## src/rtl/secdaec_pkg.sv

```systemverilog
package secdaec_pkg;

  localparam int DATA_W    = 16;
  localparam int CHK_W     = 6;
  localparam int WORD_W    = DATA_W + CHK_W;
  localparam int NUM_PAIRS = WORD_W - 1;

  typedef logic [CHK_W-1:0]  syn_t;
  typedef logic [WORD_W-1:0] word_t;
  typedef logic [DATA_W-1:0] data_t;

  typedef enum logic [1:0] {
    VERDICT_CLEAN  = 2'd0,
    VERDICT_FIXED  = 2'd1,
    VERDICT_UNCORR = 2'd2
  } verdict_t;

  // Column of the parity-check matrix for word position idx.
  function automatic syn_t column(input int idx);
    syn_t c;
    if (idx >= DATA_W) begin
      c = syn_t'(1) << (WORD_W - 1 - idx);
    end else begin
      case (idx)
        0:       c = 6'd44;
        1:       c = 6'd35;
        2:       c = 6'd11;
        3:       c = 6'd21;
        4:       c = 6'd31;
        5:       c = 6'd49;
        6:       c = 6'd7;
        7:       c = 6'd14;
        8:       c = 6'd50;
        9:       c = 6'd37;
        10:      c = 6'd52;
        11:      c = 6'd27;
        12:      c = 6'd38;
        13:      c = 6'd19;
        14:      c = 6'd45;
        default: c = 6'd57;
      endcase
    end
    return c;
  endfunction

  // Syndrome produced by flipping positions idx and idx+1 together.
  function automatic syn_t pair_pattern(input int idx);
    return column(idx) ^ column(idx + 1);
  endfunction

  function automatic syn_t syndrome_of(input word_t w);
    syn_t s;
    s = '0;
    for (int i = 0; i < WORD_W; i++) begin
      if (w[i]) s = s ^ column(i);
    end
    return s;
  endfunction

endpackage

```

## src/rtl/sd_syndrome.sv

```systemverilog
module sd_syndrome
  import secdaec_pkg::*;
(
  input  word_t word_in,
  output syn_t  syn
);
  always_comb begin
    syn = syndrome_of(word_in);
  end
endmodule

```

## src/rtl/sd_bit_fix.sv

```systemverilog
module sd_bit_fix
  import secdaec_pkg::*;
(
  input  syn_t  syn,
  output data_t fix_mask
);
  // One correction slot per data bit: own column, left pair, right pair.
  for (genvar b = 0; b < DATA_W; b++) begin : g_slot
    logic hit_self;
    logic hit_left;
    logic hit_right;

    assign hit_self  = (syn == column(b));
    assign hit_right = (syn == pair_pattern(b));

    if (b == 0) begin : g_edge
      assign hit_left = 1'b0;
    end else begin : g_inner
      assign hit_left = (syn == pair_pattern(b - 1));
    end

    assign fix_mask[b] = hit_self | hit_left | hit_right;
  end
endmodule

```

## src/rtl/sd_classify.sv

```systemverilog
module sd_classify
  import secdaec_pkg::*;
(
  input  syn_t     syn,
  output logic     syn_zero,
  output logic     syn_known,
  output verdict_t verdict
);
  logic single_hit;
  logic pair_hit;

  always_comb begin
    single_hit = 1'b0;
    pair_hit   = 1'b0;
    for (int i = 0; i < WORD_W; i++) begin
      if (syn == column(i)) single_hit = 1'b1;
    end
    for (int p = 0; p < NUM_PAIRS; p++) begin
      if (syn == pair_pattern(p)) pair_hit = 1'b1;
    end
  end

  assign syn_zero  = (syn == '0);
  assign syn_known = single_hit | pair_hit;

  always_comb begin
    if (syn_zero)       verdict = VERDICT_CLEAN;
    else if (syn_known) verdict = VERDICT_FIXED;
    else                verdict = VERDICT_UNCORR;
  end
endmodule

```

## src/rtl/secdaec_decoder.sv

```systemverilog
module secdaec_decoder
  import secdaec_pkg::*;
(
  input  logic                clk,
  input  logic                rst,
  input  logic                in_valid,
  input  logic [WORD_W-1:0]   in_word,
  output logic                out_valid,
  output logic [DATA_W-1:0]   out_data,
  output logic                out_clean,
  output logic                out_fixed,
  output logic                out_uncorr
);
  syn_t     syn;
  data_t    fix_mask;
  data_t    corrected;
  logic     syn_zero;
  logic     syn_known;
  logic     syn_bad;
  verdict_t verdict;

  sd_syndrome u_syn (
    .word_in (in_word),
    .syn     (syn)
  );

  sd_bit_fix u_fix (
    .syn      (syn),
    .fix_mask (fix_mask)
  );

  sd_classify u_cls (
    .syn       (syn),
    .syn_zero  (syn_zero),
    .syn_known (syn_known),
    .verdict   (verdict)
  );

  assign syn_bad   = (verdict == VERDICT_UNCORR);
  assign corrected = in_word[DATA_W-1:0] ^ fix_mask;

  always_ff @(posedge clk) begin
    if (rst) begin
      out_valid  <= 1'b0;
      out_data   <= '0;
      out_clean  <= 1'b0;
      out_fixed  <= 1'b0;
      out_uncorr <= 1'b0;
    end else begin
      out_valid  <= in_valid;
      if (in_valid) out_data <= corrected;
      out_clean  <= in_valid && (verdict == VERDICT_CLEAN);
      out_fixed  <= in_valid && (verdict == VERDICT_FIXED);
      out_uncorr <= in_valid && (verdict == VERDICT_UNCORR);
    end
  end

  AST_ZERO_NO_FIX: assert property (@(posedge clk) disable iff (rst)
    syn_zero |-> (fix_mask == '0));
  AST_FIX_NEEDS_MATCH: assert property (@(posedge clk) disable iff (rst)
    (fix_mask != '0) |-> syn_known);
  AST_FIX_AT_MOST_TWO: assert property (@(posedge clk) disable iff (rst)
    $countones(fix_mask) <= 2);
  AST_BAD_NO_FIX: assert property (@(posedge clk) disable iff (rst)
    syn_bad |-> (fix_mask == '0));
  AST_VALID_FOLLOWS: assert property (@(posedge clk) disable iff (rst)
    in_valid |=> out_valid);
  AST_IDLE_FOLLOWS: assert property (@(posedge clk) disable iff (rst)
    !in_valid |=> !out_valid);
  AST_FLAG_ONEHOT: assert property (@(posedge clk) disable iff (rst)
    out_valid |-> ($countones({out_clean, out_fixed, out_uncorr}) == 1));
  AST_FLAG_IDLE: assert property (@(posedge clk) disable iff (rst)
    !out_valid |-> !(out_clean || out_fixed || out_uncorr));
  AST_CLEAN_PASS: assert property (@(posedge clk) disable iff (rst)
    in_valid && syn_zero |=> out_data == $past(in_word[DATA_W-1:0]));
  AST_UNCORR_PASS: assert property (@(posedge clk) disable iff (rst)
    in_valid && syn_bad |=> out_data == $past(in_word[DATA_W-1:0]));
endmodule

```

## config.mk

```make
export PLATFORM = sky130hd
export DESIGN_NAME = secdaec_decoder
export DESIGN_NICKNAME = d
export VERILOG_FILES = /design/src/rtl/secdaec_pkg.sv /design/src/rtl/sd_syndrome.sv /design/src/rtl/sd_bit_fix.sv /design/src/rtl/sd_classify.sv /design/src/rtl/secdaec_decoder.sv
export SDC_FILE = /design/constraint.sdc
export NUM_CORES = 1
export LEC_CHECK = 0
export BUFFER_PORTS_ARGS = -buffer_cell sky130_fd_sc_hd__buf_2
export CAP_MARGIN = 10
export CORE_AREA = 5 5 73 75
export DETAILED_ROUTE_END_ITERATION = 16
export DIE_AREA = 0 0 78 80
export GPL_ROUTABILITY_DRIVEN = 0
export GPL_TIMING_DRIVEN = 0
export PLACE_DENSITY = 0.69
export SYNTH_ARGS = -nofsm -noshare
export SYNTH_HDL_FRONTEND = slang
export SYNTH_SLANG_ARGS = --single-unit
```

## constraint.sdc

```tcl
create_clock -name clk -period 2.78 [get_ports clk]
set_input_delay 0.556 -clock clk [delete_from_list [all_inputs] [get_ports clk]]
set_output_delay 0.556 -clock clk [all_outputs]
set_load 0.02 [all_outputs]
```

==> impl_metrics.ini <==
[detailed_routing]
drt_wl_total_um = 7150
wl_per_cell_um = 19.4
drtIter0Drc = 255
ant_nets = 0
dr.pass1.iters = 5
vias = 2240
via_per_inst = 6.09
drc = 0

[synth]
synthArstFlopShare = 0
synth.distinct_cells = 45
yosysSeqAreaShare = 0.202
synth-main-ff-cell = dfxtp_1
ys.warnings.count = 0
postSynthNetCount = 258
yosysTopAreaCell = dfxtp_1
synth_area_um2 = 1980
ys_ff_latch = 20
synth.cells.most_frequent = nor2_1 (28), xnor2_1 (26), nand2_1 (24)
synth.top_cell.area_share = 0.202
netlist_instances = 233
synth.most_common_cell = nor2_1
synth.area.top_cells = dfxtp_1 (20%), xnor2_1 (12%), xor2_1 (8.4%)
synth_edf_count = 0
synth_area_per_cell_um2 = 8.49

[cells_and_area]
num-fill-cells = 331
areaGrowthSynthToFinish_pct = 55.3
final_area_um2 = 3070
utilization = 0.668
num_antenna_cells = 0
final_cells = 368
drive_gt1_frac = 0.484
nets = 340

[grt]
grt-busiest-layer = met2
antenna_found_initial = 0
grt_pass1_wl_um = 9570
grtUsageTotal = 0.189
grt_pass1_vias = 1954
use_met1 = 0.241
use_met3 = 0.0305
grt_overflow_total = 0
use_met2 = 0.316
grt_max_degree = 12

[power_and_ir_drop]
ir_worst_vdd_mv = 0.378
power_per_cell_area_nw_per_um2 = 845
p_leak_nw = 1.28
p_total_mw = 2.60

[sta]
fmax_mhz = 339
skew_ns = 0
relSlewSlack = 0.647
finalSetupViolations = 4
setup_tns_ns = -0.310
finalCriticalPeriod_ns = 2.95
hold_viol_final = 0
timing.final.ws_setup_ns = -0.174
slew_violations = 0
tightest_slew_ns = 0.527
rsz0062_at_grt = true
fin_crit_sh = 1.06

[floorplanning]
dieArea_um2 = 6240
floorplan.rows = 25
die_w_um = 78
start_util = 0.430
die_h_um = 80
coreArea_um2 = 4600
boundaryPins = 45

[clocking]
clkLatencyLatePin_ns = 0.26
cts-buffers-inserted = 3
cts_buffer_depth = 2
clk_pin_slew_worst_paths_ns = 0.07
cts.sinks = 20
cts_root_buffer = clkbuf_8
hold_buffers = 0
htreeDepth = 1
cts_tree = built

[placement]
place_area_um2 = 2340
dp_hpwl_um = 4330
numPortBuffers = 42
place_inst = 329

[worst_setup_path]
crit_start = in_word[11]
cp_data_required_time_ns = 2.94
worstSetupPathType = in2reg
crit_fanout = 7
reg2reg_from = out_data[15]$_SDFFE_PP0P_
crit_path_start_kind = primary input
cp-end-kind = register
critPathArrivalTime_ns = 3.11

[job]
max_cap_viol_count = 0

[outcome]
status = complete, but fails checks
violations = setup timing

[worst_hold_path]
holdCritStartpoint = out_data[12]$_SDFFE_PP0P_
hold_class = reg2reg
cell type report:
| class | instances | area, um^2 | share of cell area |
|---|---|---|---|
| multi-input combinational | 202 | 1960 | 0.639 |
| timing repair buffer | 75 | 510 | 0.166 |
| sequential | 20 | 400 | 0.130 |
| inverter | 2 | 7.51 | 0.00244 |
| buffer | 11 | 68.8 | 0.0224 |
| tap | 54 | 67.6 | 0.0220 |
| clock buffer | 4 | 55.1 | 0.0179 |
routing by layer:
layer	part of all wire	vias up	wire length, um
met5	0	-	0
met4	0.060	0	432
met3	0.082	51	585
met2	0.48	165	3400
met1	0.38	1025	2730
li1	-	999	-
cells in the final DEF (no fill, tap or decap), drive strengths merged, types with 3 or more instances in the layout:
| cell | n |
|---|---|
| buf | 77 |
| xnor2 | 33 |
| nor2 | 28 |
| nand2 | 24 |
| dfxtp | 20 |
| xor2 | 19 |
| a211oi | 13 |
| clkbuf | 13 |
| nor3 | 8 |
| o22ai | 8 |
| nand2b | 7 |
| a21oi | 7 |
| o21ai | 7 |
| xnor3 | 6 |
| mux2 | 5 |
| mux2i | 5 |
| nand3 | 3 |
| nand4 | 3 |
power by group:
part / switching [mW] / total, mW / internal, mW / leakage [nW]
registers: 0.0158 / 0.344 / 0.328 / 0.166
clock network: 0.0956 / 0.222 / 0.126 / 0.0288
logic: 1.12 / 2.03 / 0.916 / 1.08
stage by stage:
stage          hold WS, ns  worst slack [ns]
2_1_floorplan        0.557           -0.0184
3_3_place_gp         0.473            -0.571
3_5_place_dp         0.476            -0.547
4_1_cts              0.485           -0.0525
5_1_grt              0.497            -0.165
6_report             0.483            -0.174
critical path, stage by stage:
cell and delay (ns):
buf_6 0.09, xnor3_2 0.55, xor2_4 0.26, xnor2_2 0.32, clkbuf_8 0.24, nand2_2 0.08
o21ai_1 0.19, nand4_1 0.13, or4_4 0.56, nor2b_4 0.14
state kept, by name (all words and copies together) (netlist names):
| register | cells |
|---|---|
| out_data | 16 |
| out_clean | 1 |
| out_fixed | 1 |
| out_uncorr | 1 |
| out_valid | 1 |
kinds of logic (layout without fill, tap and decap cells):
family | Yosys count | in the layout | share of synthesized area
simple gates | 82 | 82 | 0.195
buf+inv | 13 | 92 | 0.0266
flops | 20 | 20 | 0.202
xor+xnor | 59 | 59 | 0.349
compound gates | 51 | 51 | 0.176
mux | 8 | 10 | 0.0512
final timing paths:
kind                          endpoint  slack, ns  cells past startpoint
max               out_fixed$_SDFF_PP0_      -0.17                     10
min          out_data[12]$_SDFFE_PP0P_       0.48                      2
max reg2reg  out_data[15]$_SDFFE_PP0P_       2.08                      2
min reg2reg  out_data[12]$_SDFFE_PP0P_       0.48                      2
repair_timing:
item / in CTS / in global routing
gates resized for setup: 29 / 52
gates cloned: 0 / 2
endpoints found under the setup margin: 9 / 9
buffers inserted: 11 / 22
pin swaps: 13 / 24
No activity file was read; power rests on OpenSTA's default activity.
